$ cat config.mk
export PLATFORM = sky130hd
export DESIGN_NAME = uart_rx_line_status
export DESIGN_NICKNAME = d
export VERILOG_FILES = /design/src/rtl/lsr_pkg.sv /design/src/rtl/lsr_occupancy.sv /design/src/rtl/lsr_err_bits.sv /design/src/rtl/uart_rx_line_status.sv
export SDC_FILE = /design/constraint.sdc
export NUM_CORES = 1
export LEC_CHECK = 0
export CORE_MARGIN = 8
export CORE_UTILIZATION = 41
export CTS_CLUSTER_SIZE = 8
export DETAILED_ROUTE_END_ITERATION = 7
export GPL_ROUTABILITY_DRIVEN = 0
export PLACE_DENSITY_LB_ADDON = 0.05
export SLEW_MARGIN = 40
export SYNTH_ARGS = -nofsm -noshare
export SYNTH_HDL_FRONTEND = slang
export SYNTH_SLANG_ARGS = --single-unit
$ cat constraint.sdc
create_clock -name clk -period 2.99 [get_ports clk]
set_input_delay 0.598 -clock clk [delete_from_list [all_inputs] [get_ports clk]]
set_output_delay 0.598 -clock clk [all_outputs]
set_load 0.03 [all_outputs]
$ cat src/rtl/lsr_pkg.sv
package lsr_pkg;
  localparam int N_ERR   = 4;
  localparam int IDX_OE  = 0;
  localparam int IDX_PE  = 1;
  localparam int IDX_FE  = 2;
  localparam int IDX_BI  = 3;
  localparam int TAG_PAR = 0;
  localparam int TAG_FRM = 1;
  localparam int TAG_BRK = 2;
  localparam int TAG_W   = 3;
endpackage

$ cat src/rtl/lsr_occupancy.sv
module lsr_occupancy #(
  parameter int DEPTH = 16,
  parameter int CNT_W = $clog2(DEPTH + 1)
) (
  input  logic             clk,
  input  logic             rst,
  input  logic             fifo_mode,
  input  logic             char_done,
  input  logic             fifo_full,
  input  logic             fifo_empty,
  input  logic [CNT_W-1:0] fifo_count,
  input  logic             rbr_read,
  output logic             store_en,
  output logic             data_ready,
  output logic             overrun_evt,
  output logic             head_new
);
  localparam int SUM_W = CNT_W + 1;

  logic             pop;
  logic [SUM_W-1:0] occ_next;
  logic             dr_next;
  logic             lost_nf;
  logic             lost_ff;

  assign pop      = rbr_read & ~fifo_empty;
  assign store_en = char_done & (~fifo_mode | ~fifo_full | rbr_read);

  assign lost_nf     = data_ready & ~rbr_read;
  assign lost_ff     = fifo_full & ~rbr_read;
  assign overrun_evt = char_done & (fifo_mode ? lost_ff : lost_nf);

  assign occ_next = {1'b0, fifo_count} + SUM_W'(store_en) - SUM_W'(pop);

  always_comb begin
    if (fifo_mode) begin
      dr_next  = (occ_next != '0);
      head_new = pop ? ((fifo_count > CNT_W'(1)) | store_en) : (store_en & fifo_empty);
    end else begin
      dr_next  = char_done | (data_ready & ~rbr_read);
      head_new = 1'b0;
    end
  end

  always_ff @(posedge clk) begin
    if (rst) data_ready <= 1'b0;
    else     data_ready <= dr_next;
  end


  nf_dr_set_chk: assert property (@(posedge clk) disable iff (rst)
    (!fifo_mode && char_done) |=> data_ready);


  idle_no_store_chk: assert property (@(posedge clk) disable iff (rst)
    !char_done |-> !store_en);
endmodule

$ cat src/rtl/lsr_err_bits.sv
module lsr_err_bits #(
  parameter int N = 4
) (
  input  logic         clk,
  input  logic         rst,
  input  logic         clr,
  input  logic [N-1:0] set,
  output logic [N-1:0] bits,
  output logic         irq
);
  logic [N-1:0] nxt;

  for (genvar i = 0; i < N; i++) begin : g_flag
    assign nxt[i] = (bits[i] & ~clr) | set[i];

    always_ff @(posedge clk) begin
      if (rst) bits[i] <= 1'b0;
      else     bits[i] <= nxt[i];
    end


    read_clear_chk: assert property (@(posedge clk) disable iff (rst)
      (clr && !set[i]) |=> !bits[i]);


    event_wins_chk: assert property (@(posedge clk) disable iff (rst)
      set[i] |=> bits[i]);
  end

  always_ff @(posedge clk) begin
    if (rst) irq <= 1'b0;
    else     irq <= |nxt;
  end
endmodule

$ cat src/rtl/uart_rx_line_status.sv
module uart_rx_line_status
  import lsr_pkg::*;
#(
  parameter int DEPTH = 16,
  parameter int CNT_W = $clog2(DEPTH + 1)
) (
  input  logic             clk,
  input  logic             rst,
  input  logic             fifo_mode,
  input  logic             char_done,
  input  logic             char_par_err,
  input  logic             char_frm_err,
  input  logic             char_brk,
  input  logic             fifo_full,
  input  logic             fifo_empty,
  input  logic [CNT_W-1:0] fifo_count,
  input  logic [2:0]       head_err,
  input  logic             rbr_read,
  input  logic             lsr_read,
  output logic             store_en,
  output logic             data_ready,
  output logic             overrun,
  output logic             parity_err,
  output logic             framing_err,
  output logic             break_int,
  output logic             line_irq
);
  logic             overrun_evt;
  logic             head_new;
  logic             head_fresh_q;
  logic [TAG_W-1:0] char_tag;
  logic [TAG_W-1:0] tag_sel;
  logic [N_ERR-1:0] err_set;
  logic [N_ERR-1:0] err_bits;

  lsr_occupancy #(.DEPTH(DEPTH), .CNT_W(CNT_W)) u_occ (
    .clk        (clk),
    .rst        (rst),
    .fifo_mode  (fifo_mode),
    .char_done  (char_done),
    .fifo_full  (fifo_full),
    .fifo_empty (fifo_empty),
    .fifo_count (fifo_count),
    .rbr_read   (rbr_read),
    .store_en   (store_en),
    .data_ready (data_ready),
    .overrun_evt(overrun_evt),
    .head_new   (head_new)
  );

  always_ff @(posedge clk) begin
    if (rst) head_fresh_q <= 1'b0;
    else     head_fresh_q <= head_new;
  end

  always_comb begin
    char_tag          = '0;
    char_tag[TAG_PAR] = char_par_err;
    char_tag[TAG_FRM] = char_frm_err;
    char_tag[TAG_BRK] = char_brk;
    if (fifo_mode) tag_sel = head_fresh_q ? head_err : '0;
    else           tag_sel = char_done ? char_tag : '0;
    err_set         = '0;
    err_set[IDX_OE] = overrun_evt;
    err_set[IDX_PE] = tag_sel[TAG_PAR];
    err_set[IDX_FE] = tag_sel[TAG_FRM];
    err_set[IDX_BI] = tag_sel[TAG_BRK];
  end

  lsr_err_bits #(.N(N_ERR)) u_err (
    .clk (clk),
    .rst (rst),
    .clr (lsr_read),
    .set (err_set),
    .bits(err_bits),
    .irq (line_irq)
  );

  assign overrun     = err_bits[IDX_OE];
  assign parity_err  = err_bits[IDX_PE];
  assign framing_err = err_bits[IDX_FE];
  assign break_int   = err_bits[IDX_BI];


  nf_overrun_chk: assert property (@(posedge clk) disable iff (rst)
    (!fifo_mode && char_done && data_ready && !rbr_read) |=> overrun);


  full_overrun_chk: assert property (@(posedge clk) disable iff (rst)
    (fifo_mode && char_done && fifo_full && !rbr_read) |=> (overrun && !$past(store_en)));


  irq_sum_chk: assert property (@(posedge clk) disable iff (rst)
    line_irq == (overrun | parity_err | framing_err | break_int));


  oe_cause_chk: assert property (@(posedge clk) disable iff (rst)
    $rose(overrun) |-> $past(char_done));
endmodule

Yosys cells after proc, flatten, opt, wreduce, memory -nomap -nowiden
Cells that the tools add are included. W data, S select, Z words.

Reductions and logical operators: 3. Bitwise logic cells: 23. Mux-type cells: 6. Magnitude comparators: 1. Add/sub/neg operators: 2.

Operators with widths (number): $and A1 B1 Y1 (10); $mux W3 (3); $or A1 B1 Y1 (8); $add A5 B1 Y6 (1); $reduce_bool A6 Y1 (1); $sub A6 B1 Y6 (1); $gt A5 B1 Y1 const B (1); $not A1 Y1 (5); $reduce_or A4 Y1 (1); $mux W1 (3); $reduce_or A2 Y1 (1).

Register bits: 7. Logic and storage cells: 42.

Depth between registers and ports, before layout
Word-level depth: 8. Gate-level depth with buffers: 11. Mapped depth without buffers: 10.

Hierarchy
From an unflattened synthesis, not the netlist that was laid out.

Cell total of the unflattened synthesis: 74. Area total of the unflattened synthesis: 599.3 um^2.

By module, submodules not included: lsr_occupancy (area each 347.8 um^2, cells an instance 45, instances 1, sequential area each 20.0 um^2); lsr_err_bits (area each 185.2 um^2, cells an instance 21, instances 1, sequential area each 100.1 um^2); uart_rx_line_status (area each 66.3 um^2, cells an instance 8, instances 1, sequential area each 20.0 um^2).

Least setup slack after synthesis
Ideal clock, no wire load.

Path kind: in2reg. From: input fifo_mode. To: register u_occ.data_ready. Buffers on the path: 1. Setup slack: 0.448 ns. Arrival: 2.414 ns. Cell stages on the path: 10. Data required time: 2.862 ns. Path through: buf_6 > nand2_1 > o21ai_0 > ha_1 > inv_1 > ha_1 > fa_1 > nor4b_1 > o311a_1 > a311oi_1.

Longest elaborated chain between the ends: 8.

Ends and longest elaborated chain: start: declaration (line uart_rx_line_status.sv:9) `input logic fifo_mode,`; $not A1 Y1 (line lsr_occupancy.sv:27) `assign store_en = char_done & (~fifo_mode | ~fifo_full | rbr_read);`; $or A1 B1 Y1 (2 in a row) (line lsr_occupancy.sv:27); $and A1 B1 Y1 (line lsr_occupancy.sv:27); $add A5 B1 Y6 (line lsr_occupancy.sv:33) `assign occ_next = {1'b0, fifo_count} + SUM_W'(store_en) - SUM_W'(pop);`; $sub A6 B1 Y6 (line lsr_occupancy.sv:33); $reduce_bool A6 Y1 (line lsr_occupancy.sv:37) `dr_next = (occ_next != '0);`; $mux W1 (*) (line lsr_occupancy.sv:36) `if (fifo_mode) begin`; end signal: assignment (line lsr_occupancy.sv:47) `else data_ready <= dr_next;`; end: declaration (line lsr_occupancy.sv:14) `output logic data_ready,`.

Every way passes the cells marked *; elsewhere a longest branch is shown, timed or not. A chain may end at the register's enable or synchronous reset.

Worst setup path in the final report
From: input fifo_full. To: register u_occ.data_ready.

Longest elaborated chain between the ends: 8.

Ends and longest elaborated chain: start: declaration (line uart_rx_line_status.sv:14) `input logic fifo_full,`; $not A1 Y1 (line lsr_occupancy.sv:27); $or A1 B1 Y1 (2 in a row) (line lsr_occupancy.sv:27); $and A1 B1 Y1 (line lsr_occupancy.sv:27); $add A5 B1 Y6 (line lsr_occupancy.sv:33); $sub A6 B1 Y6 (line lsr_occupancy.sv:33); $reduce_bool A6 Y1 (line lsr_occupancy.sv:37); $mux W1 (line lsr_occupancy.sv:36).

No other way between the ends.

==> results.yml <==
clock_tree:
  cts_root_buffer: "clkbuf_4"
  worst_setup_hold_path_clk_slew_ps: 50
  cts_tree: "done"
  cts_buffer_depth: 2
  cts_setup_buffers: 0
  cts_resized: 0
  hold_buffers: 0
  cts_made_buffers: 3
  cts.sinks: 7
  cts_max_level: 1
  clock_latency_ps: 250
logic_synthesis:
  synth_area_um2: 630.6
  synth_fa_ha_area_frac: 0.2302
  netlist_instances: 71
  synth_top_area_frac: 0.2222
  ys_seq_elements: 7
  async_flop_share: 0
  synth_ff_type: "dfxtp_1"
  avgSynthCellArea_um2: 8.882
  ys_seq_area_frac: 0.2222
  synth_cell_types: 29
  synthMuxAreaShare: 0.04167
  synth_largest_area_cell: "dfxtp_1"
  synth_compound_area_frac: 0.2321
  yosys.area_share.xor_xnor: 0.02778
  synth_top_family_by_area: "compound AO/OA/AOI/OAI gates"
  synth_edf_count: 0
  synth_nets: 101
  ys_top_cells_by_count: "10 x ha_1, 10 x inv_1, 7 x dfxtp_1"
  synth-simple-area-share: 0.1687
  yosys-top-cells-area: "dfxtp_1 22%, ha_1 20%, inv_1 6.0%"
  yosysWarnings: 0
sta:
  fmax_mhz: 361.5
  fin_ws_ps: 223.8
  rsz0062_at_grt: "no"
  skew_ps: 5.216
  fin_crit_ps: 2766
  slew_headroom: 0.7888
  drv_slew: 0
  hold_violations: 0
  worst_pin_slew_ps: 315.8
  fin_tns_setup_ps: 0
  setup_viol: 0
  period_share: 0.9252
layout:
  multi_input_area_um2: 441.7
  fin_nets: 133
  instances_no_fill: 118
  seq_area_um2: 140.1
  syn2layout_area_growth_pct: 48.81
  drive_above_1_share: 0.09804
  fillers: 137
  diodes: 0
placement:
  dp.cells: 114
  io_buffers: 25
  pre_cts_slack_ps: -47.53
  dpl.hpwl_mm: 1.322
power:
  sequentialPowerShare: 0.337
  peakVddDrop_mv: 0.2803
  clkPwrFrac: 0.272
  comb_power_share: 0.391
  p_int_w: 0.0002146
  powerDensity_nw_per_um2: 324.3
  power.static_leakage_nw: 0.4047
  switching_power_w: 0.00008971
  switching_share: 0.2948
route:
  wire_per_inst_um: 12.98
  ant_nets: 0
  wl_mm: 1.532
  via_per_inst: 5.051
  dr_total_vias: 596
  drcViolationCount: 0
  first_pass_iters: 4
  first_iter_violations: 6
global_route:
  antenna_found_initial: 0
  first_global_vias: 609
  track_usage: 0.1000
  grt_overflow_total: 0
  grt_max_degree: 9
  grt_pass1_wl_mm: 2.663
worst_setup_path:
  crit_type: "in2reg"
  critPathRequiredTime_ps: 3120
  crit_path_start_kind: "primary input"
  crit_fanout: 2
  worstPathArrival_ps: 2900
  end_kind: "flop"
  rrSetupSlack_ps: 1620
floorplanning:
  die_w_um: 55.22
  die_area_um2: 3049
  ioPinCount: 26
  die_y_um: 55.22
  rows: 14
  coreArea_um2: 1471
  start_util: 0.4286
outcome:
  status: "finished clean"
worst_hold_path:
  hold_path.class: "reg2reg"
job:
  drv_cap: 0
[through the flow]
step,power [W],hold WS (ps),instance area [um2],util
floorplan,0.0001707,581.1,630.6,-
global placement,0.0002223,478.4,912.1,0.6199
detailed placement,0.0002242,482.6,912.1,0.6199
CTS,0.0003100,489.3,938.4,0.6378
global route,0.0003261,515.2,938.4,0.6378
finish,0.0003043,482.9,938.4,0.6378
[per-layer routing]
| metal | vias to the layer above | routed length [um] | GRT usage |
|---|---|---|---|
| li1 | 316 | - | - |
| met1 | 268 | 747 | 0.1317 |
| met2 | 12 | 694 | 0.1506 |
| met3 | 0 | 90 | 0.04338 |
| met4 | 0 | 0 | 0.01056 |
| met5 | - | 0 | 0 |
[layout by cell type, fill, tap and decap left out, types with 2 or more instances in the layout]
| cell | instances |
|---|---|
| a21oi_1 | 6 |
| a32oi_1 | 3 |
| buf_4 | 3 |
| clkbuf_4 | 3 |
| clkdlybuf4s50_1 | 25 |
| dfxtp_1 | 7 |
| ha_1 | 10 |
| inv_1 | 10 |
| nand2_1 | 2 |
| nand2b_1 | 6 |
| nor2_1 | 2 |
| nor2b_1 | 3 |
| o21ai_0 | 2 |
| xnor2_1 | 2 |
[power groups by stage]
stage	registers, W	logic [W]	clock network (W)
after floorplan	0.000115	0.0000556	0
after global placement	0.000104	0.000118	0
after detailed placement	0.000105	0.000120	0
after CTS	0.000103	0.000120	0.0000872
after global routing	0.000103	0.000132	0.0000909
final	0.000103	0.000119	0.0000828
[worst max-delay path: stages]
cell and delay (ps):
clkdlybuf4s50_1 480, nand2_1 50, o21ai_0 220, ha_1 270
inv_1 50, ha_1 170, fa_1 420, nor4b_1 320
o311a_1 220, a311oi_1 80
[flip-flops by register name (all words and copies together), names as in the netlist]
signal,cells
head_fresh_q,1
u_err.bits,4
u_err.irq,1
u_occ.data_ready,1
[final cells by class]
class | count | area share
multi-input combinational | 53 | 0.4707
timing repair buffer | 28 | 0.2907
sequential | 7 | 0.1493
inverter | 10 | 0.04000
clock buffer | 4 | 0.02800
tap | 16 | 0.02133
[worst paths after layout]
| check | from | to | depth (start not counted) |
|---|---|---|---|
| setup / recovery | fifo_full | u_occ.data_ready | 10 |
| hold / removal | u_err.bits[3] | u_err.bits[3] | 2 |
| hold reg to reg | u_err.bits[3] | u_err.bits[3] | 2 |
| setup reg to reg | u_occ.data_ready | u_err.irq | 4 |
[kinds of logic after synthesis]
kind of cell,count (synthesis)
AOI/OAI and AO/OA,21
adders and majority gates,11
muxes,2
xor gates and xnor gates,2
buffers and inverters,11
and+or+nand+nor,17
DFF,7
Note: power is estimated with default switching activity, not from simulation.
